File: config.mk
export PLATFORM = sky130hd
export DESIGN_NAME = aes_serial_state
export DESIGN_NICKNAME = d
export VERILOG_FILES = /design/src/rtl/aes_col_pkg.sv /design/src/rtl/aes_col_ctrl.sv /design/src/rtl/aes_col_dp.sv /design/src/rtl/aes_serial_state.sv
export SDC_FILE = /design/constraint.sdc
export NUM_CORES = 1
export LEC_CHECK = 0
export BUFFER_PORTS_ARGS = -buffer_cell sky130_fd_sc_hd__buf_2
export CORE_AREA = 4 4 114 116
export DETAILED_ROUTE_END_ITERATION = 7
export DIE_AREA = 0 0 118 120
export GPL_TIMING_DRIVEN = 0
export HOLD_SLACK_MARGIN = 0.05
export PLACE_DENSITY_LB_ADDON = 0.2
export SYNTH_ARGS = -nofsm -noshare
export SYNTH_HDL_FRONTEND = slang
export SYNTH_SLANG_ARGS = --single-unit
File: constraint.sdc
create_clock -name clk -period 2.8 [get_ports clk]
set_input_delay 0.7 -clock clk [delete_from_list [all_inputs] [get_ports clk]]
set_output_delay 0.7 -clock clk [all_outputs]
set_load 0.005 [all_outputs]
File: src/rtl/aes_col_pkg.sv
package aes_col_pkg;
  localparam int BW = 8;
  localparam int NR = 4;
  localparam int NC = 4;
  localparam int OPW = 3;
  localparam logic [BW-1:0] REDUCE = 8'h1B;

  typedef logic [BW-1:0] byte_t;

  typedef enum logic [OPW-1:0] {
    OP_IDLE     = 3'd0,
    OP_LOAD     = 3'd1,
    OP_ROT      = 3'd2,
    OP_SUB      = 3'd3,
    OP_MIXSTART = 3'd4,
    OP_MIXSTEP  = 3'd5,
    OP_DRAIN    = 3'd6
  } op_e;

  typedef enum logic [1:0] {SRC_IN, SRC_SBOX, SRC_MB, SRC_WRAP} src_e;
  typedef enum logic [1:0] {MB_ROW0, MB_MIX, MB_SBOX} mbsel_e;

  typedef struct packed {
    logic          colUp;
    logic [NR-1:0] rowRot;
    src_e          src15;
    logic          mbLoad;
    mbsel_e        mbSel;
    logic          msLoad;
    logic          keyOn;
    logic          outOn;
  } strobe_t;

  function automatic byte_t xtime(byte_t v);
    return {v[BW-2:0], 1'b0} ^ (v[BW-1] ? REDUCE : '0);
  endfunction

  function automatic byte_t mul3(byte_t v);
    return xtime(v) ^ v;
  endfunction
endpackage

File: src/rtl/aes_col_ctrl.sv
module aes_col_ctrl
  import aes_col_pkg::*;
(
  input  logic [OPW-1:0] opCode,
  input  logic [NR-1:0]  rowMask,
  input  logic           invMode,
  input  logic           lastRound,
  input  logic           keyEn,
  output strobe_t        stb
);
  always_comb begin
    stb        = '0;
    stb.src15  = SRC_IN;
    stb.mbSel  = MB_ROW0;
    case (op_e'(opCode))
      OP_LOAD: begin
        stb.colUp = 1'b1;
        stb.src15 = SRC_IN;
      end
      OP_ROT: stb.rowRot = rowMask;
      OP_SUB: begin
        stb.colUp = 1'b1;
        if (invMode) begin
          stb.src15  = SRC_MB;
          stb.mbLoad = 1'b1;
          stb.mbSel  = MB_SBOX;
          stb.keyOn  = keyEn;
        end else begin
          stb.src15 = SRC_SBOX;
        end
      end
      OP_MIXSTART: begin
        stb.msLoad = 1'b1;
        stb.mbLoad = 1'b1;
        stb.mbSel  = MB_ROW0;
      end
      OP_MIXSTEP: begin
        stb.colUp  = 1'b1;
        stb.src15  = SRC_MB;
        stb.mbLoad = 1'b1;
        stb.mbSel  = lastRound ? MB_ROW0 : MB_MIX;
        stb.keyOn  = keyEn;
      end
      OP_DRAIN: begin
        stb.colUp = 1'b1;
        stb.src15 = SRC_WRAP;
        stb.outOn = 1'b1;
      end
      default: stb.colUp = 1'b0;
    endcase
  end
endmodule

File: src/rtl/aes_col_dp.sv
module aes_col_dp
  import aes_col_pkg::*;
(
  input  logic    clk,
  input  logic    rstN,
  input  strobe_t stb,
  input  byte_t   dataIn,
  input  byte_t   keyIn,
  input  byte_t   sboxIn,
  output byte_t   sboxByte,
  output byte_t   dataOut
);
  localparam int ROW_W = NC * BW;
  localparam int TOP   = (NC - 1) * BW;
  localparam int ALL_W = NR * ROW_W;

  logic [ALL_W-1:0] stateQ, stateNxt;
  byte_t colByte [NR];
  byte_t mbQ, msQ, mbNxt, feed15, keyGated, mixVal, colSum;

  assign keyGated = keyIn & {BW{stb.keyOn}};

  always_comb begin
    case (stb.src15)
      SRC_IN:   feed15 = dataIn;
      SRC_SBOX: feed15 = sboxIn;
      SRC_MB:   feed15 = mbQ ^ keyGated;
      default:  feed15 = colByte[0];
    endcase
  end

  generate
    for (genvar r = 0; r < NR; r++) begin : g_row
      localparam int BASE = r * ROW_W;
      byte_t upByte;
      assign colByte[r] = stateQ[BASE+TOP +: BW];
      if (r == NR - 1) begin : g_bottom
        assign upByte = feed15;
      end else begin : g_upper
        assign upByte = stateQ[BASE+ROW_W+TOP +: BW];
      end
      assign stateNxt[BASE +: ROW_W] =
        stb.colUp      ? {upByte, stateQ[BASE +: TOP]} :
        stb.rowRot[r]  ? {stateQ[BASE +: BW], stateQ[BASE+BW +: TOP]} :
                         stateQ[BASE +: ROW_W];
    end
  endgenerate

  always_comb begin
    colSum = '0;
    for (int r = 0; r < NR; r++) colSum ^= colByte[r];
  end

  assign mixVal = mul3(colByte[0]) ^ xtime(colByte[1]) ^ msQ;

  always_comb begin
    case (stb.mbSel)
      MB_MIX:  mbNxt = mixVal;
      MB_SBOX: mbNxt = sboxIn;
      default: mbNxt = colByte[0];
    endcase
  end

  always_ff @(posedge clk or negedge rstN) begin
    if (!rstN) begin
      stateQ  <= '0;
      mbQ     <= '0;
      msQ     <= '0;
      dataOut <= '0;
    end else begin
      stateQ  <= stateNxt;
      if (stb.mbLoad) mbQ <= mbNxt;
      if (stb.msLoad) msQ <= colSum;
      dataOut <= stb.outOn ? colByte[0] : '0;
    end
  end

  assign sboxByte = colByte[0];
endmodule

File: src/rtl/aes_serial_state.sv
module aes_serial_state
  import aes_col_pkg::*;
(
  input  logic           clk,
  input  logic           rstN,
  input  logic [OPW-1:0] opCode,
  input  logic [NR-1:0]  rowMask,
  input  logic           invMode,
  input  logic           lastRound,
  input  logic           keyEn,
  input  logic [BW-1:0]  dataIn,
  input  logic [BW-1:0]  keyIn,
  input  logic [BW-1:0]  sboxIn,
  output logic [BW-1:0]  sboxByte,
  output logic [BW-1:0]  dataOut
);
  strobe_t stb;

  aes_col_ctrl u_ctrl (
    .opCode    (opCode),
    .rowMask   (rowMask),
    .invMode   (invMode),
    .lastRound (lastRound),
    .keyEn     (keyEn),
    .stb       (stb)
  );

  aes_col_dp u_dp (
    .clk      (clk),
    .rstN     (rstN),
    .stb      (stb),
    .dataIn   (dataIn),
    .keyIn    (keyIn),
    .sboxIn   (sboxIn),
    .sboxByte (sboxByte),
    .dataOut  (dataOut)
  );
endmodule

==> results.py, run 1 <==
metrics = {
    "critical_path": {
        "cp_data_required_time_ns": 3.11,
        "crit_end": "u_dp.mbQ[4]$_DFFE_PN0P_",
        "cp_data_arrival_time_ns": 2.79,
        "r2r_end": "u_dp.mbQ[1]$_DFFE_PN0P_",
        "startpoint_type": "primary input",
        "reg2reg_depth": 5,
        "critPathLaunch": "opCode[0]",
        "path_max_fanout": 10,
        "end_kind": "register",
        "worstSetupPathType": "in -> reg",
        "r2r_start": "u_dp.stateQ[24]$_DFFE_PN0P_",
        "rrSetupSlack_ns": 0.76,
    },
    "floorplan": {
        "row_count": 40,
        "core_um2": 11900,
        "die_h_um": 120,
        "die_w_um": 118,
        "boundaryPins": 52,
        "die_area_um2": 14200,
        "start_util_pct": 59.2,
    },
    "final_layout": {
        "stdcell_count": 789,
        "final_cell_mix": "dfrtp_1, mux2_2, buf_2, xnor2_1, a22o_1",
        "final_nets": 667,
        "area_delta_synth_final_pct": 15.2,
        "seqCellArea_um2": 3800,
        "mostFrequentLayoutCell": "dfrtp_1",
        "drive_gt1_share_pct": 33.0,
        "n_antenna_cell": 0,
        "filler_cell_count": 858,
        "multi_input_area_um2": 2960,
    },
    "clock_tree": {
        "htreeDepth": 4,
        "clkTransAtPathRegs_ns": 0.06,
        "clk_latency_ns": 0.43,
        "root_buffer": "clkbuf_16",
        "cts_num_sinks": 152,
        "cts_hold_buf": 0,
        "postCtsSetupRepairBufs": 0,
        "cts_tree": "yes",
        "post_cts_resized": 0,
        "cts_buffers": 17,
        "cts.path.max_buffers": 2,
    },
    "synth": {
        "synth_area_um2": 7050,
        "synth_cells": 561,
        "synth_cell_type_count": 36,
        "ys_seq_area_share_pct": 54.0,
        "async_flop_share_pct": 100,
        "synth_flop_cell": "dfrtp_1",
        "synth-edff-count": 0,
        "yosys_warnings": 0,
        "syn_nets": 599,
        "ys_ff_latch": 152,
        "avgSynthCellArea_um2": 12.6,
    },
    "sta": {
        "finalMaxSlewViolations": 0,
        "fin_tns_setup_ns": 0,
        "worstMarginPinSlew_ns": 0.831,
        "slew-limit-headroom_pct": 44.6,
        "finalCritPeriodShare_pct": 88.6,
        "hold_violations": 0,
        "fin_crit_ns": 2.48,
        "finalSetupViolCount": 0,
        "rsz0062_at_grt": "no",
        "finalClockSkew_ns": 0.00633,
        "fmax_ghz": 0.403,
        "postLayoutSetupSlackWorst_ns": 0.320,
        "whs_ns": 0.348,
    },
    "job": {
        "drv_cap": 0,
    },
    "global_routing": {
        "grt-ovfl-total": 0,
        "grt_max_degree": 94,
        "track_usage_pct": 24.4,
        "grt_pass1_wl_um": 26600,
        "grt_pass1_vias": 4865,
        "grt_antenna_before_repair": 0,
    },
    "power_and_ir_drop": {
        "vdd_ir_drop_max_mv": 0.461,
        "power.share.switching_pct": 29.4,
        "p_comb_share_pct": 24.8,
        "seqPwrFrac_pct": 45.1,
        "switching_power_w": 0.00230,
        "p_int_w": 0.00552,
        "powerDensity_nw_per_um2": 963,
        "leakagePower_nw": 3.89,
        "clockPowerShare_pct": 30.1,
    },
    "placement": {
        "place.gp.congestion": 0.912,
        "io_buffers": 48,
        "hpwl_um": 11000,
        "placed_cells": 757,
        "place_ws_ns": -0.0885,
    },
    "drt": {
        "drtIter0Drc": 500,
        "vias": 4695,
        "avgViaCountPerCell": 5.95,
        "routed_wl_um": 16200,
        "drcViolationCount": 0,
        "antenna_left": 0,
        "wl_per_cell_um": 20.6,
        "dr.pass1.iters": 5,
    },
    "hold_path": {
        "hold_path_class": "in -> async",
    },
    "run_status": {
        "status": "completed",
    },
}
-- routing by layer --
layer | vias up | GRT usage [%] | routed length [µm]
li1 | 2112 | - | -
met1 | 2376 | 31.4 | 6810
met2 | 168 | 39.6 | 7880
met3 | 39 | 7.12 | 1090
met4 | 0 | 8.94 | 437
met5 | - | 0 | 0
-- sequential cells by signal (all words and copies together), names as in the netlist --
name and count:
u_dp.stateQ 128, u_dp.mbQ 8, u_dp.msQ 8, u_dp.dataOut 8
-- power by group through the flow --
stage	Clock, W	Sequential [W]	Combinational (W)
global placement	0	0.00349	0.00185
floorplan	0	0.00333	0.00152
global route	0.00249	0.00362	0.00210
finish	0.00235	0.00353	0.00194
detailed placement	0	0.00355	0.00192
CTS	0.00238	0.00352	0.00195
-- stage by stage --
step	util (%)	power [W]	cell area, µm²
2_1_floorplan	-	0.00485	7050
3_3_place_gp	62.7	0.00534	7470
3_5_place_dp	63.0	0.00547	7500
4_1_cts	68.1	0.00785	8120
5_1_grt	68.1	0.00821	8120
6_report	68.1	0.00781	8120
-- Yosys cell counts (2+ instances only) --
library cell  number  area share [%]
nand2_1           16            0.85
and2_1             5            0.44
nor2b_1           21             1.9
buf_2              8            0.57
dfrtp_1          152              54
a22o_1            32             4.0
mux2_2            99              16
a221o_1            3            0.43
nor3b_4            2            0.53
xor2_1             9             1.1
nand3b_1           2            0.21
nand2b_1           2            0.18
nor2_1            29             1.5
o22ai_1           16             1.4
nor3_1            11            0.78
xnor2_1           36             4.5
a21o_1            29             3.1
ha_1               2            0.36
nor3b_2            2            0.36
buf_4             18             1.9
xnor3_1            3            0.96
clkbuf_1          15            0.80
a21oi_1           23             1.6
inv_1              7            0.37
buf_1              3            0.16
o31ai_1            2            0.21
o211ai_1           3            0.32
o2bb2ai_1          3            0.37
-- critical path, cell delays in order --
cell       delay (ns)
buf_2            0.10
buf_2            0.21
buf_1            0.35
nand3b_1         0.16
inv_1            0.08
ha_1             0.14
clkbuf_1         0.34
nor2b_1          0.25
nor2_1           0.06
o2bb2ai_1        0.13
mux2_2           0.26
-- kinds of logic after synthesis --
| kind of cell | share of synthesized area, % |
|---|---|
| adders and majority gates | 0.355 |
| buffers and inverters | 3.98 |
| muxes | 15.8 |
| AOI/OAI and AO/OA | 11.9 |
| and+or+nand+nor | 7.00 |
| DFF | 54.0 |
| xor gates and xnor gates | 6.94 |
-- layout make-up --
class	instances	area share [%]
plain buffers	45	3.13
clock buffers	18	5.41
clock inverters	14	2.13
inverters	7	0.324
multi-input cells	357	36.5
flip-flops and latches	152	46.9
well taps	147	2.27
repair buffers	49	3.38
-- how the worst min path moves through the flow --
stage,start,end,slack [ns],depth (start not counted)
finish,rstN,u_dp.dataOut[3]$_DFF_PN0_,0.35,1
global route,rstN,u_dp.dataOut[7]$_DFF_PN0_,0.42,1
CTS,rstN,u_dp.dataOut[0]$_DFF_PN0_,0.39,1
detailed placement,u_dp.stateQ[107]$_DFFE_PN0P_,u_dp.stateQ[99]$_DFFE_PN0P_,0.49,1
global placement,u_dp.stateQ[85]$_DFFE_PN0P_,u_dp.stateQ[77]$_DFFE_PN0P_,0.48,1
floorplan,rstN,u_dp.dataOut[0]$_DFF_PN0_,0.40,0
No activity file was read; power rests on OpenSTA's default activity.
==> run 2: changes to the inputs <==
--- a/config.mk
+++ b/config.mk
@@ -9,7 +9,6 @@
 export CORE_AREA = 4 4 114 116
 export DETAILED_ROUTE_END_ITERATION = 7
 export DIE_AREA = 0 0 118 120
-export GPL_TIMING_DRIVEN = 0
 export HOLD_SLACK_MARGIN = 0.05
 export PLACE_DENSITY_LB_ADDON = 0.2
 export SYNTH_ARGS = -nofsm -noshare
==> constraint.sdc (replaced) <==
create_clock -name clk -period 2.81 [get_ports clk]
set_input_delay 0.7025 -clock clk [delete_from_list [all_inputs] [get_ports clk]]
set_output_delay 0.7025 -clock clk [all_outputs]
set_load 0.005 [all_outputs]
==> run 2 against run 1 <==
Clock-buffer cell count increased by 3. Final cell count decreased by 2.5%. Sequential power about the same. Highest routed layer unchanged. Register-to-register slack improved by 0.19 ns. Via count decreased by 4.2%.
==> results.py, run 2 (same netlist as run 1, synthesis figures left out) <==
metrics = {
    "final_layout": {
        "fin_area_um2": 8140,
        "regMostFlops": "u_dp.stateQ",
        "final_nets": 648,
        "final_cell_mix": "dfrtp_1, mux2_2, buf_2, xnor2_1, a22o_1",
        "area_delta_synth_final_pct": 15.5,
        "mostFrequentLayoutCell": "dfrtp_1",
        "largest_register_ffs": 128,
        "n_antenna_cell": 0,
        "drive_gt1_share_pct": 33.9,
        "filler_cell_count": 870,
    },
    "sta": {
        "finalClockSkew_ns": 0.00612,
        "fin_crit_ns": 2.22,
        "hold_violations": 0,
        "whs_ns": 0.218,
        "finalMaxSlewViolations": 0,
        "fmax_ghz": 0.450,
        "worstMarginPinSlew_ns": 0.592,
        "finalCritPeriodShare_pct": 79.1,
        "finalSetupViolCount": 0,
        "fin_tns_setup_ns": 0,
        "rsz0062_at_grt": "no",
        "slew-limit-headroom_pct": 60.4,
    },
    "global_routing": {
        "grt_pass1_vias": 4707,
        "grt_pass1_wl_um": 25400,
        "track_usage_pct": 23.3,
        "grt_antenna_before_repair": 0,
        "grt-ovfl-total": 0,
        "grt_max_degree": 57,
    },
    "drt": {
        "avgViaCountPerCell": 5.85,
        "drtIter0Drc": 484,
        "dr.pass1.iters": 5,
        "routed_wl_um": 15500,
        "antenna_left": 0,
        "drcViolationCount": 0,
        "wl_per_cell_um": 20.1,
        "vias": 4496,
    },
    "floorplan": {
        "core_um2": 11900,
        "die_area_um2": 14200,
        "row_count": 40,
        "boundaryPins": 52,
        "die_w_um": 118,
        "start_util_pct": 59.2,
        "die_h_um": 120,
    },
    "clock_tree": {
        "htreeDepth": 4,
        "cts.path.max_buffers": 2,
        "clkTransAtPathRegs_ns": 0.06,
        "cts_buffers": 17,
        "cts_num_sinks": 152,
        "post_cts_resized": 0,
        "postCtsSetupRepairBufs": 0,
        "root_buffer": "clkbuf_16",
        "clk_latency_ns": 0.42,
        "cts_hold_buf": 0,
        "cts_tree": "yes",
    },
    "placement": {
        "place.gp.congestion": 0.883,
        "hpwl_um": 10800,
        "place_area_um2": 7510,
        "io_buffers": 51,
    },
    "critical_path": {
        "end_kind": "register",
        "r2r_start": "u_dp.stateQ[24]$_DFFE_PN0P_",
        "path_max_fanout": 17,
        "startpoint_type": "primary input",
        "cp_data_arrival_time_ns": 2.53,
        "critPathLaunch": "opCode[1]",
        "cp_data_required_time_ns": 3.11,
        "worstSetupPathType": "in -> reg",
        "rrSetupSlack_ns": 0.95,
    },
    "power_and_ir_drop": {
        "leakagePower_nw": 3.90,
        "vdd_ir_drop_max_mv": 0.618,
        "powerDensity_nw_per_um2": 953,
        "p_total_w": 0.00775,
    },
    "job": {
        "drv_cap": 0,
    },
    "hold_path": {
        "hold_path_class": "in -> async",
    },
    "run_status": {
        "status": "completed",
    },
}
run 2: changes by cell type in the layout (fill, tap and decap cells not counted), sizes merged:
cell,previous run,this run
clkbuf,33,21
buf,79,75
clkinv,7,5
clkinvlp,2,1
inv,9,8
run 2: metrics by stage:
stage / util [%] / cells / worst slack (ns)
floorplan: - / 561 / 0.374
global placement: 63.1 / 738 / 0.303
detailed placement: 63.1 / 738 / 0.187
CTS: 68.3 / 769 / 0.634
global route: 68.3 / 769 / 0.481
finish: 68.3 / 769 / 0.586
run 2: worst max-delay path: stages:
cell and delay (ns):
buf_2 0.26, and4b_1 0.31, inv_1 0.06, ha_1 0.48
nor2b_1 0.24, nor2_1 0.07, o2bb2ai_1 0.13, mux2_2 0.26
run 2: cell type report:
type                            instances  area [µm²]  area share (%)
Clock buffer                           21         480            5.90
Clock inverter                         10         143            1.75
Inverter                                7        26.3           0.323
Multi-Input combinational cell        357        2980            36.7
Sequential cell                       152        3800            46.7
Tap cell                              147         184            2.26
Timing Repair Buffer                   75         517            6.35
run 2: worst paths after layout:
check                      depth (start not counted)                     endpoint
setup / recovery                                   8      u_dp.mbQ[3]$_DFFE_PN0P_
hold / removal                                     1    u_dp.dataOut[7]$_DFF_PN0_
setup reg to reg                                   4      u_dp.mbQ[1]$_DFFE_PN0P_
hold reg to reg                                    1  u_dp.stateQ[98]$_DFFE_PN0P_
max in group asynchronous                          2  u_dp.stateQ[14]$_DFFE_PN0P_
min in group clk                                   1  u_dp.stateQ[98]$_DFFE_PN0P_
run 2: power by group:
| part | switching (W) | total [W] | leakage, nW | internal, W |
|---|---|---|---|---|
| Clock | 0.000864 | 0.00235 | 0.306 | 0.00149 |
| Combinational | 0.000749 | 0.00185 | 1.67 | 0.00110 |
| Sequential | 0.000598 | 0.00355 | 1.92 | 0.00295 |
| Total | 0.00221 | 0.00775 | 3.90 | 0.00554 |
run 2: layer usage:
| metal | GRT usage (%) | part of all wire [%] |
|---|---|---|
| met1 | 30.5 | 44 |
| met2 | 38.3 | 50 |
| met3 | 5.75 | 5.0 |
| met4 | 7.62 | 1.5 |
| met5 | 0 | 0 |
==> run 3: changes to the inputs <==
--- a/config.mk
+++ b/config.mk
@@ -6,9 +6,9 @@
 export NUM_CORES = 1
 export LEC_CHECK = 0
 export BUFFER_PORTS_ARGS = -buffer_cell sky130_fd_sc_hd__buf_2
-export CORE_AREA = 4 4 114 116
+export CORE_AREA = 4 4 120 122
 export DETAILED_ROUTE_END_ITERATION = 7
-export DIE_AREA = 0 0 118 120
+export DIE_AREA = 0 0 124 126
 export HOLD_SLACK_MARGIN = 0.05
 export PLACE_DENSITY_LB_ADDON = 0.2
 export SYNTH_ARGS = -nofsm -noshare
==> constraint.sdc (replaced) <==
create_clock -name clk -period 2 [get_ports clk]
set_input_delay 0.5 -clock clk [delete_from_list [all_inputs] [get_ports clk]]
set_output_delay 0.5 -clock clk [all_outputs]
set_load 0.005 [all_outputs]
==> run 3 against run 2 <==
Critical path depth shrank 6. Worst hold slack improved by 0.24 ns. Die area is 10% higher. Via count increased by 2.0%. Clock-buffer cell count is 1 lower. Sequential power up 39%. Utilization is 4.9 points lower. Total power increased by 39%.
==> results.py, run 3 (same netlist as run 1, synthesis figures left out) <==
metrics = {
    "clock_tree": {
        "cts_tree": "yes",
        "cts_num_sinks": 152,
        "htreeDepth": 4,
        "root_buffer": "clkbuf_16",
        "post_cts_resized": 0,
        "cts_buffers": 17,
        "clkTransAtPathRegs_ns": 0.06,
        "cts.path.max_buffers": 2,
        "clk_latency_ns": 0.43,
    },
    "final_layout": {
        "largest_register_ffs": 128,
        "final_cell_mix": "dfrtp_1, mux2_2, buf_2, xnor2_1, buf_4",
        "mostFrequentLayoutCell": "dfrtp_1",
        "filler_cell_count": 1002,
        "final_core_util_pct": 63.4,
        "n_antenna_cell": 0,
        "regMostFlops": "u_dp.stateQ",
        "drive_gt1_share_pct": 36.0,
        "area_delta_synth_final_pct": 18.6,
        "fin_area_um2": 8360,
        "final_nets": 669,
    },
    "sta": {
        "rsz0062_at_grt": "no",
        "hold_violations": 0,
        "slew-limit-headroom_pct": 73.5,
        "finalCritPeriodShare_pct": 88.1,
        "postLayoutSetupSlackWorst_ns": 0.238,
        "finalSetupViolCount": 0,
        "finalMaxSlewViolations": 0,
        "fmax_ghz": 0.568,
        "fin_crit_ns": 1.76,
        "finalClockSkew_ns": 0.00479,
        "worstMarginPinSlew_ns": 0.395,
    },
    "global_routing": {
        "grt-ovfl-total": 0,
        "grt_pass1_vias": 4663,
        "grt_antenna_before_repair": 0,
        "grt_max_degree": 54,
        "track_usage_pct": 20.9,
        "grt_pass1_wl_um": 24800,
    },
    "critical_path": {
        "rrSetupSlack_ns": 0.32,
        "cp_data_arrival_time_ns": 1.26,
        "path_max_fanout": 5,
        "cp_data_required_time_ns": 1.50,
        "startpoint_type": "register",
        "end_kind": "output port",
        "worstSetupPathType": "reg -> out",
    },
    "placement": {
        "io_buffers": 51,
        "place.gp.congestion": 0.860,
        "place_ws_ns": -0.0498,
        "place_area_um2": 7780,
        "hpwl_um": 10800,
    },
    "power_and_ir_drop": {
        "leakagePower_nw": 4.01,
        "powerDensity_nw_per_um2": 1280,
        "switching_power_w": 0.00311,
        "clockPowerShare_pct": 28.9,
        "p_total_w": 0.0107,
        "power.share.switching_pct": 29.0,
        "p_comb_share_pct": 25.2,
        "p_int_w": 0.00763,
        "seqPwrFrac_pct": 45.9,
        "vdd_ir_drop_max_mv": 0.694,
    },
    "floorplan": {
        "die_h_um": 126,
        "boundaryPins": 52,
        "start_util_pct": 53.4,
        "row_count": 42,
        "die_area_um2": 15600,
        "core_um2": 13200,
        "die_w_um": 124,
    },
    "drt": {
        "wl_per_cell_um": 18.7,
        "avgViaCountPerCell": 5.59,
        "antenna_left": 0,
        "dr.pass1.iters": 5,
        "vias": 4586,
        "drcViolationCount": 0,
        "drtIter0Drc": 324,
        "routed_wl_um": 15300,
    },
    "run_status": {
        "status": "completed",
    },
    "job": {
        "drv_cap": 0,
    },
    "hold_path": {
        "hold_path_class": "in -> reg",
    },
}
run 3: changes by cell type in the layout (fill, tap and decap cells not counted), sizes merged:
cell | before | now
buf | 75 | 95
clkinvlp | 1 | 3
bufinv | 3 | 2
clkbuf | 21 | 20
dlygate4sd3 | 0 | 1
inv | 8 | 9
run 3: path summary, 6_finish.rpt:
| check | from | to | cells past startpoint |
|---|---|---|---|
| worst max register to register | u_dp.stateQ[59]$_DFFE_PN0P_ | u_dp.mbQ[4]$_DFFE_PN0P_ | 4 |
| worst min register to register | u_dp.stateQ[87]$_DFFE_PN0P_ | u_dp.stateQ[79]$_DFFE_PN0P_ | 1 |
| min in group asynchronous | rstN | u_dp.dataOut[0]$_DFF_PN0_ | 2 |
| worst max-delay path | u_dp.stateQ[25]$_DFFE_PN0P_ | sboxByte[1] | 2 |
| max in group asynchronous | rstN | u_dp.stateQ[43]$_DFFE_PN0P_ | 3 |
| worst min-delay path | sboxIn[2] | u_dp.mbQ[2]$_DFFE_PN0P_ | 4 |
run 3: area by class of cell:
| cell class | instances | area (µm²) | share of cell area [%] |
|---|---|---|---|
| sequential | 152 | 3800 | 45.5 |
| clock inverter | 12 | 125 | 1.50 |
| multi-input combinational | 357 | 3000 | 35.9 |
| clock buffer | 20 | 447 | 5.34 |
| timing repair buffer | 96 | 739 | 8.85 |
| tap | 176 | 220 | 2.63 |
| inverter | 7 | 26.3 | 0.314 |
run 3: metrics by stage:
stage	cells	hold slack, ns	TNS, ns
2_1_floorplan	561	0.204	-0.0549
3_3_place_gp	787	0.415	-0.0155
3_5_place_dp	787	0.417	-0.754
4_1_cts	820	0.450	0
5_1_grt	820	0.468	0
6_report	820	0.457	0
run 3: metal layers:
metal	global-route usage [%]	vias to the layer above	wire length (µm)
li1	-	2119	-
met1	28.2	2327	6510
met2	32.4	115	7520
met3	5.20	25	965
met4	8.44	0	317
met5	0	-	0
run 3: critical path, cell delays in order, from the launching register on:
cell and delay [ns]:
dfrtp_1 0.51, buf_4 0.21, buf_2 0.11
run 3: repair_timing:
action                    4_1_cts  5_1_grt
setup buffers                   0        0
hold buffers                    1        0
hold endpoints to repair       30        0
run 3: power by group through the flow:
| stage | clock, W | sequential, W | combinational [W] |
|---|---|---|---|
| finish | 0.00311 | 0.00493 | 0.00271 |
| global route | 0.00331 | 0.00505 | 0.00296 |
| CTS | 0.00316 | 0.00493 | 0.00274 |
| detailed placement | 0 | 0.00498 | 0.00270 |
| global placement | 0 | 0.00491 | 0.00264 |
| floorplan | 0 | 0.00466 | 0.00215 |
